**src/rtl/cps_pkg.sv**
```systemverilog
`timescale 1ns/1ps
package cps_pkg;
  typedef enum logic [2:0] {
    ST_OFF,
    ST_WAIT_MCLK,
    ST_WAIT_LRCK,
    ST_MEASURE,
    ST_SETTLE,
    ST_RUN
  } seq_state_t;

  localparam int unsigned NUM_RATIOS = 7;
  localparam int unsigned CODE_W     = 3;

  // Supported ratios alternate between powers of two from 128 and 1.5x those.
  function automatic int unsigned nominal_ratio(input int unsigned idx);
    return ((idx % 2) == 0) ? (32'd128 << (idx / 2)) : (32'd192 << (idx / 2));
  endfunction
endpackage

```
**src/rtl/cps_sync.sv**
```systemverilog
`timescale 1ns/1ps
module cps_sync #(
  parameter int W      = 1,
  parameter int STAGES = 2
) (
  input  logic         clk,
  input  logic         rst,
  input  logic [W-1:0] d,
  output logic [W-1:0] q
);
  logic [STAGES-1:0][W-1:0] stg;

  always_ff @(posedge clk) begin
    if (rst) begin
      stg <= '0;
    end else begin
      stg[0] <= d;
      for (int s = 1; s < STAGES; s++) begin
        stg[s] <= stg[s-1];
      end
    end
  end

  assign q = stg[STAGES-1];
endmodule

```
**src/rtl/cps_clk_mon.sv**
```systemverilog
`timescale 1ns/1ps
module cps_clk_mon #(
  parameter int MCLK_WIN     = 64,
  parameter int MCLK_MIN_TOG = 8,
  parameter int LRCK_TMO     = 8192
) (
  input  logic clk,
  input  logic rst,
  input  logic mclk_rise,
  input  logic lrck_rise,
  output logic mclk_ok,
  output logic lrck_ok
);
  localparam int WIN_W = $clog2(MCLK_WIN);
  localparam int TOG_W = $clog2(MCLK_MIN_TOG + 1);
  localparam int TMO_W = $clog2(LRCK_TMO + 1);
  localparam logic [WIN_W-1:0] WIN_LAST = WIN_W'(MCLK_WIN - 1);
  localparam logic [TOG_W-1:0] TOG_SAT  = TOG_W'(MCLK_MIN_TOG);
  localparam logic [TMO_W-1:0] TMO_END  = TMO_W'(LRCK_TMO);

  logic [WIN_W-1:0] win_cnt;
  logic [TOG_W-1:0] tog_cnt;
  logic [TOG_W-1:0] tog_next;
  logic [TMO_W-1:0] tmr;
  logic             seen_edge;

  assign tog_next = (mclk_rise && (tog_cnt != TOG_SAT)) ? tog_cnt + 1'b1 : tog_cnt;

  // Master clock activity is judged once per window.
  always_ff @(posedge clk) begin
    if (rst) begin
      win_cnt <= '0;
      tog_cnt <= '0;
      mclk_ok <= 1'b0;
    end else if (win_cnt == WIN_LAST) begin
      win_cnt <= '0;
      tog_cnt <= '0;
      mclk_ok <= (tog_next == TOG_SAT);
    end else begin
      win_cnt <= win_cnt + 1'b1;
      tog_cnt <= tog_next;
    end
  end

  // Frame clock is valid after two rising edges closer than the timeout.
  always_ff @(posedge clk) begin
    if (rst) begin
      tmr       <= '0;
      seen_edge <= 1'b0;
      lrck_ok   <= 1'b0;
    end else if (lrck_rise) begin
      tmr       <= '0;
      seen_edge <= 1'b1;
      lrck_ok   <= seen_edge;
    end else if (tmr == TMO_END) begin
      seen_edge <= 1'b0;
      lrck_ok   <= 1'b0;
    end else begin
      tmr <= tmr + 1'b1;
    end
  end
endmodule

```
**src/rtl/cps_ratio_meter.sv**
```systemverilog
`timescale 1ns/1ps
module cps_ratio_meter #(
  parameter int CNT_W = 12
) (
  input  logic             clk,
  input  logic             rst,
  input  logic             arm,
  input  logic             mclk_rise,
  input  logic             lrck_rise,
  output logic             done,
  output logic [CNT_W-1:0] count
);
  localparam logic [CNT_W-1:0] CNT_MAX = '1;

  logic             started;
  logic [CNT_W-1:0] cnt;

  always_ff @(posedge clk) begin
    if (rst || !arm) begin
      started <= 1'b0;
      cnt     <= '0;
      done    <= 1'b0;
      count   <= '0;
    end else begin
      done <= 1'b0;
      if (lrck_rise) begin
        if (started) begin
          done  <= 1'b1;
          count <= cnt;
        end
        started <= 1'b1;
        cnt     <= mclk_rise ? CNT_W'(1) : '0;
      end else if (mclk_rise && (cnt != CNT_MAX)) begin
        cnt <= cnt + 1'b1;
      end
    end
  end
endmodule

```
**src/rtl/cps_ratio_decode.sv**
```systemverilog
`timescale 1ns/1ps
module cps_ratio_decode
  import cps_pkg::*;
#(
  parameter int CNT_W = 12,
  parameter int TOL   = 2
) (
  input  logic [CNT_W-1:0]  count,
  output logic              hit,
  output logic [CODE_W-1:0] code
);
  localparam int EXT_W = CNT_W + 2;

  logic [NUM_RATIOS-1:0] match;
  logic [EXT_W-1:0]      cnt_ext;

  assign cnt_ext = {2'b00, count};

  generate
    for (genvar i = 0; i < NUM_RATIOS; i++) begin : g_band
      localparam logic [EXT_W-1:0] LO = EXT_W'(nominal_ratio(i) - TOL);
      localparam logic [EXT_W-1:0] HI = EXT_W'(nominal_ratio(i) + TOL);
      assign match[i] = (cnt_ext >= LO) && (cnt_ext <= HI);
    end
  endgenerate

  always_comb begin
    hit  = |match;
    code = '0;
    for (int i = 0; i < NUM_RATIOS; i++) begin
      if (match[i]) code = CODE_W'(i);
    end
  end
endmodule

```
**src/rtl/codec_pwrup_seq.sv**
```systemverilog
`timescale 1ns/1ps
module codec_pwrup_seq
  import cps_pkg::*;
#(
  parameter int CFG_W        = 4,
  parameter int SYNC_STAGES  = 2,
  parameter int MCLK_WIN     = 64,
  parameter int MCLK_MIN_TOG = 8,
  parameter int LRCK_TMO     = 8192,
  parameter int CNT_W        = 12,
  parameter int RATIO_TOL    = 2,
  parameter int DELAY_FRAMES = 2000
) (
  input  logic             clk,
  input  logic             rst,
  input  logic             mclk_in,
  input  logic             lrck_in,
  input  logic             rst_pin_n,
  input  logic             hw_mode,
  input  logic [CFG_W-1:0] cfg_pins,
  output logic             dp_rst,
  output logic             ctl_en,
  output logic             ref_en,
  output logic             conv_en,
  output logic             clamp,
  output logic [2:0]       ratio_code,
  output logic             ready,
  output logic             ratio_err,
  output logic [CFG_W-1:0] cfg_q
);
  localparam int FRM_W = $clog2(DELAY_FRAMES + 1);
  localparam logic [FRM_W-1:0] FRM_LAST = FRM_W'(DELAY_FRAMES - 1);

  logic [2:0]        sync_q;
  logic [2:0]        prev_q;
  logic              pin_s, pin_rise, mclk_rise, lrck_rise;
  logic              mclk_ok, lrck_ok;
  logic              meas_done, hit;
  logic [CNT_W-1:0]  meas_cnt;
  logic [CODE_W-1:0] hit_code;
  logic [FRM_W-1:0]  frm_cnt;
  seq_state_t        state, nxt;

  cps_sync #(.W(3), .STAGES(SYNC_STAGES)) u_sync (
    .clk (clk),
    .rst (rst),
    .d   ({rst_pin_n, lrck_in, mclk_in}),
    .q   (sync_q)
  );

  always_ff @(posedge clk) begin
    if (rst) prev_q <= '0;
    else     prev_q <= sync_q;
  end

  assign pin_s     = sync_q[2];
  assign pin_rise  = sync_q[2] & ~prev_q[2];
  assign lrck_rise = sync_q[1] & ~prev_q[1];
  assign mclk_rise = sync_q[0] & ~prev_q[0];

  cps_clk_mon #(
    .MCLK_WIN     (MCLK_WIN),
    .MCLK_MIN_TOG (MCLK_MIN_TOG),
    .LRCK_TMO     (LRCK_TMO)
  ) u_mon (
    .clk       (clk),
    .rst       (rst),
    .mclk_rise (mclk_rise),
    .lrck_rise (lrck_rise),
    .mclk_ok   (mclk_ok),
    .lrck_ok   (lrck_ok)
  );

  cps_ratio_meter #(.CNT_W(CNT_W)) u_meter (
    .clk       (clk),
    .rst       (rst),
    .arm       (state == ST_MEASURE),
    .mclk_rise (mclk_rise),
    .lrck_rise (lrck_rise),
    .done      (meas_done),
    .count     (meas_cnt)
  );

  cps_ratio_decode #(.CNT_W(CNT_W), .TOL(RATIO_TOL)) u_decode (
    .count (meas_cnt),
    .hit   (hit),
    .code  (hit_code)
  );

  always_comb begin
    nxt = state;
    if (!pin_s) begin
      nxt = ST_OFF;
    end else begin
      unique case (state)
        ST_OFF:       nxt = ST_WAIT_MCLK;
        ST_WAIT_MCLK: if (mclk_ok) nxt = ST_WAIT_LRCK;
        ST_WAIT_LRCK: begin
          if (!mclk_ok)     nxt = ST_WAIT_MCLK;
          else if (lrck_ok) nxt = ST_MEASURE;
        end
        ST_MEASURE: begin
          if (!mclk_ok)                nxt = ST_WAIT_MCLK;
          else if (!lrck_ok)           nxt = ST_WAIT_LRCK;
          else if (meas_done && hit)   nxt = ST_SETTLE;
        end
        ST_SETTLE: begin
          if (!mclk_ok)                            nxt = ST_WAIT_MCLK;
          else if (!lrck_ok)                       nxt = ST_WAIT_LRCK;
          else if (lrck_rise && frm_cnt == FRM_LAST) nxt = ST_RUN;
        end
        ST_RUN: begin
          if (!mclk_ok)      nxt = ST_WAIT_MCLK;
          else if (!lrck_ok) nxt = ST_WAIT_LRCK;
        end
        default: nxt = ST_OFF;
      endcase
    end
  end

  always_ff @(posedge clk) begin
    if (rst) begin
      state      <= ST_OFF;
      dp_rst     <= 1'b1;
      ctl_en     <= 1'b0;
      ref_en     <= 1'b0;
      conv_en    <= 1'b0;
      clamp      <= 1'b1;
      ready      <= 1'b0;
      ratio_code <= '0;
      ratio_err  <= 1'b0;
      cfg_q      <= '0;
      frm_cnt    <= '0;
    end else begin
      state   <= nxt;
      dp_rst  <= (nxt == ST_OFF);
      ctl_en  <= (nxt != ST_OFF);
      ref_en  <= (nxt inside {ST_WAIT_LRCK, ST_MEASURE, ST_SETTLE, ST_RUN});
      conv_en <= (nxt inside {ST_WAIT_LRCK, ST_MEASURE, ST_SETTLE, ST_RUN});
      clamp   <= (nxt != ST_RUN);
      ready   <= (nxt == ST_RUN);

      if (pin_rise) cfg_q <= hw_mode ? cfg_pins : '0;

      if (nxt == ST_OFF) begin
        ratio_code <= '0;
        ratio_err  <= 1'b0;
      end else if (state == ST_MEASURE && meas_done) begin
        if (hit) begin
          ratio_code <= hit_code;
          ratio_err  <= 1'b0;
        end else begin
          ratio_err  <= 1'b1;
        end
      end

      if (state != ST_SETTLE) frm_cnt <= '0;
      else if (lrck_rise)     frm_cnt <= frm_cnt + 1'b1;
    end
  end
endmodule

```
**config.mk**
```make
export PLATFORM = sky130hd
export DESIGN_NAME = codec_pwrup_seq
export DESIGN_NICKNAME = d
export VERILOG_FILES = /design/src/rtl/cps_pkg.sv /design/src/rtl/cps_sync.sv /design/src/rtl/cps_clk_mon.sv /design/src/rtl/cps_ratio_meter.sv /design/src/rtl/cps_ratio_decode.sv /design/src/rtl/codec_pwrup_seq.sv
export SDC_FILE = /design/constraint.sdc
export NUM_CORES = 1
export LEC_CHECK = 0
export CORE_MARGIN = 2
export CORE_UTILIZATION = 40
export DETAILED_ROUTE_END_ITERATION = 10
export HOLD_SLACK_MARGIN = 0.03
export SLEW_MARGIN = 10
export SYNTH_ARGS = -nofsm -noshare
export SYNTH_HDL_FRONTEND = slang
export SYNTH_SLANG_ARGS = --single-unit
export TNS_END_PERCENT = 50
```
**constraint.sdc**
```tcl
create_clock -name clk -period 2.35 [get_ports clk]
set_input_delay 0.47 -clock clk [delete_from_list [all_inputs] [get_ports clk]]
set_output_delay 0.47 -clock clk [all_outputs]
set_load 0.02 [all_outputs]
```
==> run metrics, run 1 <==
status complete, no violations; Cell variety after synth 55; standard-cell rows 35; P per Cell Area 625 nW/µm²; vias post-DR 2979; top post-synthesis cells by area dfxtp_1 46%, nand2_1 6.2%, nor2_1 6.1%; Post-synth ARST share 0%; Clock Pin Slew Worst Setup and Hold Paths 0.08 ns; Max Cap Viol 0; initial antenna violation count 0; Worst Skew 0.0113 ns; first-pass GRT wire length 12500 µm; Synth area leader dfxtp_1; Ys Warns 0; Post-Synthesis Cells 446; clk_lat worst skew 0.35 ns; gpl congestion 0.753; CTS tree done; Post-synth EDFFs 0; critical path start-end classification register to register; Syn Nets 463; vias in the first global route 2781; initial core utilization 41.4%; Setup-failing EPs final 0; Hold-fix buffers, CTS 0; Clock Sinks 89; antenna-violating nets left 0; GRT Residual Overflow 0; crit path DAT 2.16 ns; Final Instance Area 4440 µm²; hold crit path type register to register; Die Wd 102 µm; Core ar. 9280 µm²; Startpoint Class register; Final Hold Vio Count 0; Max Slew Vio Count 0; Least-Margin Pin Slew 0.431 ns; RSZ-0062 raised after global routing no; vias per cell 4.92; setup TNS 0 ns; # port buffers 23; Hold Path Cell Cnt 1; CP required 2.59 ns; final design utilization 47.8%; share of cells above drive strength 1 6.50%; number of DRC markers in iteration 0 77; post-CTS sizing 0; Critical Path End Type register; syn avg cell area 8.62 µm²; Placed Area 4220 µm²; Rel. slew slack 71.0%; cts bufs inserted 9; pin count of the biggest net entering global routing 24; Synth top area share 46.4%; sequential share of the synthesized area 46.4%; dpl hpwl 5100 µm; Total GRT Usage 14.9%; WL final 7080 µm; DR DRC count 0; Tcrit/Tclk final 81.6%; peak supply drop 290 µV; Top FF cell, synth dfxtp_1; fmax 521 MHz; post-DR wirelength/cell 11.7 µm; Root Driver clkbuf_8; Syn-to-layout area delta 15.5%; CP max FO 7; DRT Pass-1 Iters 4; Yosys reg bits 89; ANT cells 0; FF-to-FF path depth 6; Synth Cell Area 3840 µm²; Layout Nets 489; leakage 1.50 nW; H-tree levels 3; Die H 102 µm; maximum buffer depth of the clock tree 2; Post-CTS Repair Setup Buffers 0; die area 10400 µm²; Ports 24; fin crit period 1.92 ns
[kinds of logic (layout without fill, tap and decap cells)]
logic type / Yosys count / in the layout / share of synthesized area, %
and+or+nand+nor: 230 / 230 / 30.0
xor gates and xnor gates: 39 / 39 / 8.89
DFF: 89 / 89 / 46.4
buffers and inverters: 23 / 54 / 2.38
AOI/OAI and AO/OA: 57 / 57 / 9.80
muxes: 1 / 1 / 0.293
adders and majority gates: 7 / 7 / 2.28
[per-layer routing]
metal	vias to the layer above	GRT usage, %	share of wire (%)
met3	11	2.87	2.1
li1	1572	-	-
met4	0	6.77	1.7
met1	1366	19.2	50
met5	-	0	0
met2	30	24.2	46
[worst max-delay path: stages, from the launching register on]
cell	delay, ns
dfxtp_1	0.35
nor4_4	0.39
a21boi_0	0.30
a31oi_2	0.17
nand4b_4	0.18
a21boi_4	0.08
or3b_1	0.34
[worst paths after layout]
kind | start | endpoint | slack [ns]
worst max-delay path | u_meter.count[2] | clamp | 0.43
worst min-delay path | u_mon.win_cnt[0] | u_mon.win_cnt[0] | 0.45
worst max register to register | u_meter.count[2] | clamp | 0.43
worst min register to register | u_mon.win_cnt[0] | u_mon.win_cnt[0] | 0.45
[through the flow]
stage	power [mW]	setup WS (ns)	cells	hold WS, ns
after global placement	1.67	0.375	590	0.418
after floorplan	1.63	0.568	446	0.413
after detailed placement	1.68	0.377	590	0.433
after CTS	2.83	0.440	606	0.448
after global routing	2.89	0.291	606	0.467
final	2.78	0.432	606	0.447
[state kept, by name (all words and copies together) (netlist names), 4 cells and up]
register	count
u_mon.tog_cnt	4
cfg_q	4
u_meter.count	12
u_meter.cnt	12
frm_cnt	11
u_mon.win_cnt	6
u_mon.tmr	14
[cell usage after synthesis, types with 2 or more instances]
cell,n
dfxtp_1,89
nand2_1,63
nor2_1,62
a21oi_1,28
nand3_1,27
xor2_1,20
xnor2_1,19
and3_1,13
nand4_1,13
nor2b_1,12
clkbuf_1,10
inv_1,10
ha_1,7
nand2b_1,6
nor3_1,6
o21ai_0,5
and2_1,4
a211oi_1,3
and4_1,3
nor3b_1,3
o21a_1,3
or3_1,3
and4b_1,2
nor4b_1,2
o31ai_1,2
or4_1,2
[final cells by class]
class                   instances  area, µm²
fillers                       902       4840
multi-input cells             334       1970
clock buffers                  11        141
flip-flops and latches         89       1780
inverters                      10       37.5
repair buffers                 28        268
clock inverters                 5       78.8
well taps                     129        161
[report_power, final]
group	internal (mW)	total [mW]	switching (mW)
Clock	0.627	1.14	0.511
Combinational	0.0486	0.0978	0.0492
Sequential	1.53	1.54	0.0141
[placed cells by master (no fill, tap or decap), types with 2 or more instances in the layout]
master,synthesis,final
dfxtp_1,89,89
nand2_1,63,63
nor2_1,62,62
a21oi_1,28,28
nand3_1,27,27
clkdlybuf4s50_1,0,23
xor2_1,20,20
xnor2_1,19,19
nand4_1,13,13
and3_1,13,13
nor2b_1,12,12
inv_1,10,10
clkbuf_8,0,10
ha_1,7,7
nand2b_1,6,6
nor3_1,6,6
o21ai_0,5,5
buf_4,1,5
and2_1,4,4
or3_1,3,3
and4_1,3,3
a211oi_1,3,3
nor3b_1,3,3
o21a_1,3,3
nor4b_1,2,2
and4b_1,2,2
o31ai_1,2,2
or4_1,2,2
bufinv_16,0,2
clkinv_2,0,2
(Power assumes the default switching activity.)
==> run 2: changes to the inputs <==
- clock period: 2.35 -> 1.8 ns (I/O delays scaled with it)
==> run 2 against run 1 <==
  * Non-clock buffer count rose by 37
  * Count of clock-buffer cells in the layout rose by 1
  * Power up 34%
  * Routed wire length increased by 7.0%
  * Critical path depth stayed put
  * Global-route usage increased by 0.95 points
  * Hold slack lost 0.0084 ns
==> run metrics, run 2 (synthesis gave the netlist of run 1 again) <==
setup TNS 0 ns (unchanged); Hold-fix buffers, CTS 0 (unchanged); Core ar. 9280 µm² (unchanged); peak supply drop 382 µV (+32%); Setup-failing EPs final 0 (unchanged); post-DR wirelength/cell 11.8 µm (+0.84%); maximum buffer depth of the clock tree 2 (unchanged); worst reg2reg setup slack 0.04 ns (-0.39 ns); DRT Pass-1 Iters 4 (unchanged); critical path start-end classification register to register; DR DRC count 0 (unchanged); WL final 7570 µm (+7.0%); leakage 1.72 nW (+15%); CP Buf/Inv Count 0 (unchanged); share of cells above drive strength 1 16.3% (+9.8 points); Max Slew Vio Count 0 (unchanged); hold crit path type register to register; Critical Path End Type register; dpl hpwl 5590 µm (+9.6%); CP max FO 6 (-1); crit path DAT 2.00 ns (-0.16 ns); CP delay by family, top simple AND/OR/NAND/NOR gates; status complete, no violations; largest registers u_mon.tmr: 14 flops, u_meter.cnt: 12 flops, u_meter.count: 12 flops; Most flops, register u_mon.tmr; vias in the first global route 3087 (+11%); Ports 24 (unchanged); GRT Residual Overflow 0 (unchanged); Startpoint Class register; ANT cells 0 (unchanged); Clock Sinks 89 (unchanged); worst hold slack 0.438 ns (-0.00839 ns); number of DRC markers in iteration 0 86 (+12%); antenna-violating nets left 0 (unchanged); die area 10400 µm² (unchanged); gpl congestion 0.817 (+8.5%); fin crit period 1.76 ns (-0.162 ns); Total GRT Usage 15.8% (+0.95 points); Clock Pin Slew Worst Setup and Hold Paths 0.09 ns (about the same); Worst Skew 0.0106 ns (-0.000710 ns); Max Cap Viol 0 (unchanged); Root Driver clkbuf_8; Critical-path top delay cell dfxtp_1; Placed Area 4510 µm² (+6.9%); first-pass GRT wire length 13200 µm (+6.1%); # port buffers 23 (unchanged); Syn-to-layout area delta 25.7%; max reg flops 14 (unchanged); Die H 102 µm (unchanged); pin count of the biggest net entering global routing 15 (-38%); Final Power 3.73 mW (+34%); CTS tree done; CP required 2.05 ns (-0.54 ns); CP max stage delay 0.43 ns (+0.04 ns); RSZ-0062 raised after global routing yes; standard-cell rows 35 (unchanged); Rel. slew slack 73.2% (+2.2 points); Die Wd 102 µm (unchanged); fmax 569 MHz (+9.2%); clk_lat worst skew 0.35 ns (about the same); initial antenna violation count 0 (unchanged); Final Instance Area 4830 µm² (+8.8%); H-tree levels 3 (unchanged); worst setup margin 0.0436 ns (-0.388 ns); Tcrit/Tclk final 97.6% (+16 points); vias per cell 4.87 (-0.85%); P per Cell Area 772 nW/µm² (+23%); Least-Margin Pin Slew 0.402 ns (-0.0289 ns); most common cell after layout, fill and taps aside dfxtp_1; Layout Nets 526 (+7.6%); Final Hold Vio Count 0 (unchanged); DP Worst Slack -0.103 ns (-0.480 ns); Post-CTS Repair Setup Buffers 0 (unchanged); initial core utilization 41.4% (unchanged); ordered cell list for the critical path and3_1 -> nand3_1 -> a211o_1 -> nand4b_4 -> a21boi_4 -> or3b_1; most frequent cells in the layout 83 x dfxtp_1, 63 x nand2_1, 62 x nor2_1; vias post-DR 3134 (+5.2%); cts bufs inserted 9 (unchanged)
## run 2: cell types whose count changed in the layout (fill, tap and decap cells not counted), moves of 2 or more
cell      change
buf_4        +35
clkbuf_8      +2
dfxtp_1       -6
dfxtp_2       +5
nor3b_1       -2
nor3b_2       +2
## run 2: layer usage
metal,GRT usage (%),up-vias,share of wire (%)
li1,-,1641,-
met1,19.4,1442,48
met2,26.5,39,48
met4,7.79,0,2.1
met3,3.28,12,2.3
met5,0,-,0
## run 2: path summary, 6_finish.rpt
| kind | from | endpoint | cells past startpoint |
|---|---|---|---|
| setup / recovery | u_meter.count[6] | clamp | 6 |
| hold / removal | u_mon.win_cnt[0] | u_mon.win_cnt[0] | 1 |
| setup reg to reg | u_meter.count[6] | clamp | 6 |
| hold reg to reg | u_mon.win_cnt[0] | u_mon.win_cnt[0] | 1 |
## run 2: layout make-up
class	instances	area, µm²
fill	894	4450
multi-input combinational	334	2040
sequential	89	1790
timing repair buffer	65	562
clock buffer	12	165
tap	129	161
clock inverter	4	73.8
inverter	10	37.5
## run 2: timing repair
item,in CTS,in global routing
cloned,0,0
setup endpoints to repair,2,10
pin swaps,1,7
resized for setup,4,20
## run 2: power breakdown
| part | leakage [nW] | switching, mW | total (mW) | internal, mW |
|---|---|---|---|---|
| Combinational | 0.874 | 0.0690 | 0.149 | 0.0797 |
| Sequential | 0.723 | 0.0169 | 2.01 | 1.99 |
| Clock | 0.123 | 0.676 | 1.57 | 0.896 |
## run 2: worst reg2reg max path: cells and delay by family (launching register included)
kind / cells / cell delay (ns)
compound gates: 2 / 0.40
flops: 1 / 0.43
simple gates: 4 / 0.81
## run 2: metrics by stage
stage | util [%] | instances
floorplan | - | 446
CTS | 51.4 | 643
global placement | 48.6 | 627
global route | 52.0 | 643
detailed placement | 48.6 | 627
finish | 52.0 | 643
